[config.mk]
export PLATFORM = sky130hd
export DESIGN_NAME = dual_path_scoreboard
export DESIGN_NICKNAME = d
export VERILOG_FILES = /design/src/rtl/dps_pkg.sv /design/src/rtl/dps_mode_ctrl.sv /design/src/rtl/dps_bank.sv /design/src/rtl/dps_hazard.sv /design/src/rtl/dual_path_scoreboard.sv
export SDC_FILE = /design/constraint.sdc
export NUM_CORES = 1
export LEC_CHECK = 0
export BUFFER_PORTS_ARGS = -buffer_cell sky130_fd_sc_hd__buf_4
export CAP_MARGIN = 20
export CORE_MARGIN = 2
export CORE_UTILIZATION = 55
export CTS_CLUSTER_DIAMETER = 30
export CTS_CLUSTER_SIZE = 12
export DETAILED_ROUTE_END_ITERATION = 16
export PLACE_DENSITY_LB_ADDON = 0.05
export SKIP_CTS_REPAIR_TIMING = 1
export SLEW_MARGIN = 40
export SYNTH_ARGS = -nofsm -noshare
export SYNTH_HDL_FRONTEND = slang
export SYNTH_SLANG_ARGS = --single-unit
[constraint.sdc]
create_clock -name clk -period 5.7 [get_ports clk]
set_input_delay 0.285 -clock clk [delete_from_list [all_inputs] [get_ports clk]]
set_output_delay 0.285 -clock clk [all_outputs]
set_load 0.01 [all_outputs]
[src/rtl/dps_pkg.sv]
package dps_pkg;

   typedef enum logic {
      PATH_A = 1'b0,
      PATH_B = 1'b1
   } path_e;

   localparam int unsigned NUM_PATHS = 2;
   localparam int unsigned NUM_OPS   = 3;

   function automatic path_e flip_path(input path_e p);
      return (p == PATH_A) ? PATH_B : PATH_A;
   endfunction

endpackage

[src/rtl/dps_mode_ctrl.sv]
module dps_mode_ctrl
   import dps_pkg::*;
(
   input  logic  clk,
   input  logic  rst_n,
   input  logic  div_event,
   input  logic  reconv_event,
   input  path_e reconv_path,
   output logic  diverged_q,
   output path_e home_q,
   output logic  div_fire,
   output logic  reconv_fire
);

   assign div_fire    = ~diverged_q & div_event;
   assign reconv_fire =  diverged_q & reconv_event;

   always_ff @(posedge clk) begin
      if (!rst_n) begin
         diverged_q <= 1'b0;
         home_q     <= PATH_A;
      end else if (div_fire) begin
         diverged_q <= 1'b1;
      end else if (reconv_fire) begin
         diverged_q <= 1'b0;
         home_q     <= reconv_path;
      end
   end

endmodule

[src/rtl/dps_bank.sv]
module dps_bank #(
   parameter int unsigned NUM_REGS = 32,
   localparam int unsigned REG_W   = $clog2(NUM_REGS)
) (
   input  logic                clk,
   input  logic                rst_n,
   input  logic                rsv_en,
   input  logic [REG_W-1:0]    rsv_reg,
   input  logic                wb_en,
   input  logic [REG_W-1:0]    wb_reg,
   input  logic                snap,
   input  logic                merge_load,
   input  logic [NUM_REGS-1:0] merge_in,
   input  logic                clear_all,
   output logic [NUM_REGS-1:0] pend_q,
   output logic [NUM_REGS-1:0] shad_q,
   output logic [NUM_REGS-1:0] pend_nxt
);

   for (genvar i = 0; i < NUM_REGS; i++) begin : g_reg
      logic set_i;
      logic clr_i;
      logic p_r;
      logic s_r;

      assign set_i       = rsv_en & (rsv_reg == REG_W'(i));
      assign clr_i       = wb_en  & (wb_reg  == REG_W'(i));
      assign pend_nxt[i] = (p_r & ~clr_i) | set_i;

      always_ff @(posedge clk) begin
         if (!rst_n) begin
            p_r <= 1'b0;
            s_r <= 1'b0;
         end else begin
            if (merge_load)     p_r <= merge_in[i];
            else if (clear_all) p_r <= 1'b0;
            else                p_r <= pend_nxt[i];

            if (merge_load || clear_all) s_r <= 1'b0;
            else if (snap)               s_r <= pend_nxt[i];
            else                         s_r <= s_r & ~clr_i;
         end
      end

      assign pend_q[i] = p_r;
      assign shad_q[i] = s_r;
   end

endmodule

[src/rtl/dps_hazard.sv]
module dps_hazard #(
   parameter int unsigned NUM_REGS = 32,
   parameter int unsigned NUM_OPS  = 3,
   localparam int unsigned REG_W   = $clog2(NUM_REGS)
) (
   input  logic [NUM_REGS-1:0]           own_pend,
   input  logic [NUM_REGS-1:0]           other_shad,
   input  logic [NUM_OPS-1:0][REG_W-1:0] op_regs,
   output logic                          ok
);

   logic [NUM_OPS-1:0] hit;

   for (genvar k = 0; k < NUM_OPS; k++) begin : g_op
      assign hit[k] = own_pend[op_regs[k]] | other_shad[op_regs[k]];
   end

   assign ok = ~|hit;

endmodule

[src/rtl/dual_path_scoreboard.sv]
module dual_path_scoreboard
   import dps_pkg::*;
#(
   parameter int unsigned NUM_REGS = 32,
   localparam int unsigned REG_W   = $clog2(NUM_REGS)
) (
   input  logic             clk,
   input  logic             rst_n,
   input  logic             chk_path,
   input  logic [REG_W-1:0] chk_src_a,
   input  logic [REG_W-1:0] chk_src_b,
   input  logic [REG_W-1:0] chk_dst,
   output logic             chk_ok,
   input  logic             rsv_valid,
   input  logic             rsv_path,
   input  logic [REG_W-1:0] rsv_reg,
   input  logic             wb_valid,
   input  logic             wb_path,
   input  logic [REG_W-1:0] wb_reg,
   input  logic             div_event,
   input  logic             reconv_event,
   input  logic             reconv_path,
   output logic             diverged,
   output logic             home_path
);

   if (NUM_REGS < 2 || (NUM_REGS & (NUM_REGS - 1)) != 0) begin : g_bad_regs
      $fatal(1, "NUM_REGS must be a power of two of at least 2");
   end

   logic  div_q;
   path_e home_q;
   logic  div_fire;
   logic  reconv_fire;

   dps_mode_ctrl u_mode (
      .clk          (clk),
      .rst_n        (rst_n),
      .div_event    (div_event),
      .reconv_event (reconv_event),
      .reconv_path  (path_e'(reconv_path)),
      .diverged_q   (div_q),
      .home_q       (home_q),
      .div_fire     (div_fire),
      .reconv_fire  (reconv_fire)
   );

   // While converged every request is steered to the home scoreboard.
   path_e chk_eff, rsv_eff, wb_eff;
   assign chk_eff = div_q ? path_e'(chk_path) : home_q;
   assign rsv_eff = div_q ? path_e'(rsv_path) : home_q;
   assign wb_eff  = div_q ? path_e'(wb_path)  : home_q;

   logic [NUM_PATHS-1:0][NUM_REGS-1:0] pend_vec;
   logic [NUM_PATHS-1:0][NUM_REGS-1:0] shad_vec;
   logic [NUM_PATHS-1:0][NUM_REGS-1:0] nxt_vec;
   logic [NUM_REGS-1:0]                merged;

   assign merged = nxt_vec[0] | nxt_vec[1];

   for (genvar q = 0; q < NUM_PATHS; q++) begin : g_bank
      logic this_rsv, this_wb, this_keep, this_drop;
      assign this_rsv  = rsv_valid & (rsv_eff == path_e'(q));
      assign this_wb   = wb_valid  & (wb_eff  == path_e'(q));
      assign this_keep = reconv_fire & (reconv_path == 1'(q));
      assign this_drop = reconv_fire & (reconv_path != 1'(q));

      dps_bank #(.NUM_REGS(NUM_REGS)) u_bank (
         .clk        (clk),
         .rst_n      (rst_n),
         .rsv_en     (this_rsv),
         .rsv_reg    (rsv_reg),
         .wb_en      (this_wb),
         .wb_reg     (wb_reg),
         .snap       (div_fire),
         .merge_load (this_keep),
         .merge_in   (merged),
         .clear_all  (this_drop),
         .pend_q     (pend_vec[q]),
         .shad_q     (shad_vec[q]),
         .pend_nxt   (nxt_vec[q])
      );
   end

   logic [NUM_OPS-1:0][REG_W-1:0] ops;
   assign ops = {chk_dst, chk_src_b, chk_src_a};

   dps_hazard #(.NUM_REGS(NUM_REGS), .NUM_OPS(NUM_OPS)) u_hazard (
      .own_pend   (pend_vec[chk_eff]),
      .other_shad (shad_vec[flip_path(chk_eff)]),
      .op_regs    (ops),
      .ok         (chk_ok)
   );

   assign diverged  = div_q;
   assign home_path = home_q;

endmodule

======== Yosys cells after proc, flatten, opt, wreduce, memory -nomap -nowiden ========
Cells that the tools add are included.
word-level totals
  output and inout port bits .............. 3
  input port bits ......................... 35
  logic and storage cells ................. 821
  register bits ........................... 130
operators by class
  bitwise gates (word level) .............. 402
  eq/ne operators ......................... 62
  muxes and demuxes ....................... 214
  magnitude comparators ................... 5
  reduce and logical (&&, ||, !) cells .... 8
operator list
  operator                                                     count
  AND 1 bit                                                    264
  two-way mux 1 bit                                            204
  == test 5 bit (second input constant)                        32
  two-way mux 32 bit                                           4
  == test 5 x 4 -> 1 bit (second input constant)               16
  NOT 1 bit                                                    70
  bitwise OR 1 bit                                             67
  == test 5 x 3 -> 1 bit (second input constant)               8
  bitwise OR 32 bit                                            1
  binary-select mux 1 bit (select 5 bit)                       6
  == test 5 x 2 -> 1 bit (second input constant)               4
  less-than comparator 5 x 6 -> 1 bit (second input constant)  3
  == test 5 x 1 -> 1 bit (second input constant)               2
  zero test 5 bit                                              2
  less-than comparator 1 x 2 -> 1 bit (second input constant)  2
  OR reduction 3 bit                                           1
  AND reduction 2 bit                                          1
  nonzero test 2 bit                                           1
  OR reduction 2 bit                                           1
  zero test 1 bit                                              1
  logical OR 1 bit                                             1

======== Longest topological paths before layout ========
  word-level depth ........................ 9
  gate-level depth with buffers ........... 11
  gate-level depth less buffers ........... 7

======== Modules after synthesis ========
From an unflattened synthesis, not the netlist that was laid out.
second synthesis, totals
  cells, all modules ...................... 1,366
  area total of the unflattened synthesis .. 10,712.8 µm²
by module, submodules not included
  module                sequential area each (µm²)  area an instance (µm²)  times used  cells each
  dps_bank              1,281.2                     4,150.2                 2           563
  dual_path_scoreboard  0.0                         1,316.3                 1           111
  dps_hazard            0.0                         1,011.0                 1           120
  dps_mode_ctrl         40.0                        85.1                    1           9

======== Least setup slack after synthesis ========
Ideal clock, no wire load.
  kind .................................... register to output
  start point ............................. register u_mode.diverged_q
  end point ............................... output chk_ok
  slack ................................... 3.032 ns
  buffers on the path ..................... 4
  data arrival time ....................... 2.383 ns
  data required time ...................... 5.415 ns
  cell stages (with the launch flop) ...... 11
  path through ............................ dfxtp_1 > buf_4 > mux2_4 > buf_12 > buf_12 > buf_8 > mux2i_1 > mux4_2 > a21oi_1 > nand3_1 > nor4_2
on the way
  cells in the longest elaborated chain, start to end .. 8
  elaborated cells on any way between the ends .. 22
  classes of those cells .................. 17 x mux; 3 x bitwise; 2 x reduce/logical
RTL lines
  item                                                        RTL line                                                source
  from (decl)                                                 dps_mode_ctrl.sv:9                                      output logic diverged_q,
  from (signal assigned)                                      dps_mode_ctrl.sv:20                                     diverged_q <= 1'b0;
  from (signal assigned)                                      dps_mode_ctrl.sv:23                                     diverged_q <= 1'b1;
  from (signal assigned)                                      dps_mode_ctrl.sv:25                                     diverged_q <= 1'b0;
  two-way mux 1 bit *                                         dual_path_scoreboard.sv:50                              assign chk_eff = div_q ? path_e'(chk_path) : home_q;
  two-way mux 32 bit, on equally long branches (2 in series)  dual_path_scoreboard.sv:89, dual_path_scoreboard.sv:90
  binary-select mux 1 bit (select 5 bit)                      dps_hazard.sv:15                                        assign hit[k] = own_pend[op_regs[k]] | other_shad[op_regs[k]];
  two-way mux 1 bit (not written as such)                     dps_hazard.sv:15
  bitwise OR 1 bit                                            dps_hazard.sv:15
  OR reduction 3 bit *                                        dps_hazard.sv:18                                        assign ok = ~|hit;
  zero test 1 bit *                                           dps_hazard.sv:18
  to (decl)                                                   dual_path_scoreboard.sv:13                              output logic chk_ok,
Mark *: on every way between the ends. The rest lies on a longest branch, timed or not. The select of a mux whose other input is x is not followed.

======== Final worst setup path ========
Ends and elaborated chain as after synthesis.

==> impl_results.md <==
- Result of the run: complete, no violations
- Worst EP arrival: 3.56 ns
- Register area share after synthesis: a little under two fifths
- Hpwl dp: 16080 um
- Crit end category: output port
- Yosys cell types: 47
- Post-synthesis area per instance: 7.538 um^2
- Cts bufs inserted: 17
- Die Ht: 116.7 um
- Nets: 965
- Post-synth top area cell: dfxtp_1
- Setup CP Type: reg2out
- Core area: 0.01252 mm^2
- Clk_lat worst skew: 0.42 ns
- 1st-pass router iterations: 7
- Most common cell after layout, fill and taps aside: nor2_1
- Global-route wire length before repair: roughly 37000 um
- Clk sinks: 130
- Fillcell total: 1137
- Syn_nets: 962
- Yosys warns: 0
- DRC viols: 0
- P_leak: 2.630 nW
- Storage element area: 0.002603 mm^2
- Max-Cap Viols: 0
- Area contributors post-synth: dfxtp_1 (37%), a21oi_1 (9.5%), nor2_1 (8.8%), a22o_1 (8.0%), nand2_1 (8.0%)
- Hold WC Path Type: in2reg
- Initial antenna violation count: 0
- GPL Wtd Cong: slightly above 1
- Max-slew violations: 0
- CP Buf/Inv Count: 1
- Drt wl/cell: 21.74 um
- Peak VDD IR: 233.9 uV
- EDFF count, synth: 0
- H-Tree Depth: 4
- Clk root buf: clkbuf_16
- Ant diodes: 0
- Fin. Hold Viols: 0
- Area grow syn2layout: 13.38%
- Slew HR: roughly two fifths
- Crit path max fanout: 35
- Startpoint Class: flop
- Placed cells: approximately 1100
- CTS tree: done
- Largest net degree at the start of global routing: 66
- Cells along the critical path: mux2_4 > mux2i_1 > mux4_2 > and4b_1 > nor4_1 > nand4_1 > nor4_2 > buf_4
- Ys flop type: dfxtp_1
- Cell Rows: 41
- Crit path required time: 5.41 ns
- Die Width: 116.7 um
- Ys async rst share: 0%
- Yosys reg bits: between 100 and 150
- Fin Clk Skew: about 0.0094 ns
- Die area: roughly 0.014 mm^2
- Grt ovf: 0
- Min Tclk post-route: 3.849 ns
- Tot GR Track Use: about 37%
- Multi-input combinational cell area: 0.004180 mm^2
- Share of cells above drive strength 1: 11.13%
- Initial Util: a little under three fifths
- Worst-margin pin slew: approximately 0.87 ns
- Fmax: 0.2598 GHz
- Most frequent cells in the layout: nor2_1 (161), nand2_1 (147), a21oi_1 (133)
- Final wirelength: about 24000 um
- Antenna-violating nets left: 0
- Cells after Synth: between 900 and 1000
- Slowest cell on the critical path: mux2_4
- Via count: ~7300
- Vias per Instance: approximately 6.6
- Final Setup Violations: 0
- Clk buf depth: 2
- Crit-path leading delay family: multiplexers
- Final worst-path cycle share: 67.53%
- Layout Cells excl Fill: about 1100
- Worst-path clk slew: 0.06 ns
- Number of global-route vias before repair: 6810
- First DRT Iteration DRCs: 1147
- Max stage delay on crit path: 0.67 ns
- Pwr dens: 286.6 mW/mm^2
- RSZ-0062 raised after global routing: false
- Setup TNS: 0 ns
- Port-buffer cells: 37
- Post-synth top area share: between 30% and 40%
- # IOs: 38
- Synthesized area: 0.006988 mm^2
## Yosys cell counts, drive strengths merged, types with 2 or more instances
master,instances
nor2,164
nand2,149
a21oi,133
dfxtp,130
nand3,74
a22o,64
clkbuf,46
mux2i,38
nor3,15
buf,14
nand2b,13
a22oi,11
mux4,9
nand3b,7
nor2b,6
nor3b,6
nor4,6
a211oi,4
nand4,4
o21ai,4
and3,3
and3b,3
and2,2
inv,2
mux2,2
o211ai,2
o221ai,2
o31ai,2
or3b,2
## cell type report
cell class	count	area share [%]
inverters	2	0.09476
well taps	172	2.716
repair buffers	44	4.169
clock inverters	11	1.595
clock buffers	21	5.812
multi-input cells	735	52.76
flip-flops and latches	130	32.85
## per-layer routing
| layer | vias up | track usage, % | part of all wire, % |
|---|---|---|---|
| met1 | 3444 | 48.34 | 39 |
| li1 | 3295 | - | - |
| met2 | 529 | 55.68 | 45 |
| met3 | 80 | 8.666 | 12 |
| met5 | - | 0 | 0 |
| met4 | 0 | 18.90 | 4.3 |
## worst paths after layout
kind | startpoint | slack (ns) | cells after the start | end
hold reg to reg | g_bank[1].u_bank.g_reg[4].s_r | 0.47 | 2 | g_bank[1].u_bank.g_reg[4].s_r
setup reg to reg | u_mode.diverged_q | 3.00 | 7 | g_bank[1].u_bank.g_reg[16].p_r
hold / removal | div_event | 0.11 | 3 | u_mode.diverged_q
setup / recovery | u_mode.diverged_q | 1.85 | 8 | chk_ok
## flip-flops by register name, summed over array words and instances (netlist names)
signal and flops:
g_bank.u_bank.g.s_r 64, u_mode.diverged_q 1, u_mode.home_q 1, g_bank.u_bank.g.p_r 64
## logic make-up after synthesis
logic type             Yosys count  share of synthesized area, %
AO/OA/AOI/OAI                  228                         21.04
buffers and inverters           62                         4.118
flip-flops                     130                         37.24
multiplexers                    49                         8.720
AND/OR/NAND/NOR                458                         28.88
## per-stage QoR
step                      power, mW  util (%)  hold slack, ns  cell area [um^2]  worst slack [ns]
after floorplan               1.100         -          0.4008              6988             3.032
after global placement        1.187     58.24          0.4529              7289             2.453
after detailed placement      1.191     58.51          0.4586              7323             2.353
after CTS                     2.266     63.19         0.09076              7910             1.892
after global routing          2.329     63.29          0.1154              7923             1.711
final                         2.270     63.29          0.1091              7923             1.851
## worst reg2reg max path, cell delays in order, from the launching register on
cell     delay [ns]
dfxtp_1        0.61
nor2b_1        0.20
a21oi_1        0.41
and3_2         0.62
nand2_1        0.20
a22o_1         0.32
a21oi_1        0.16
nor2_1         0.05
## power by group
group / switching [mW] / total, mW / internal [mW]
registers: 0.00656 / 0.924 / 0.917
logic: 0.181 / 0.256 / 0.0752
clock network: 0.422 / 1.09 / 0.669
total: 0.609 / 2.27 / 1.66
Power figures use the tool's default switching activity.
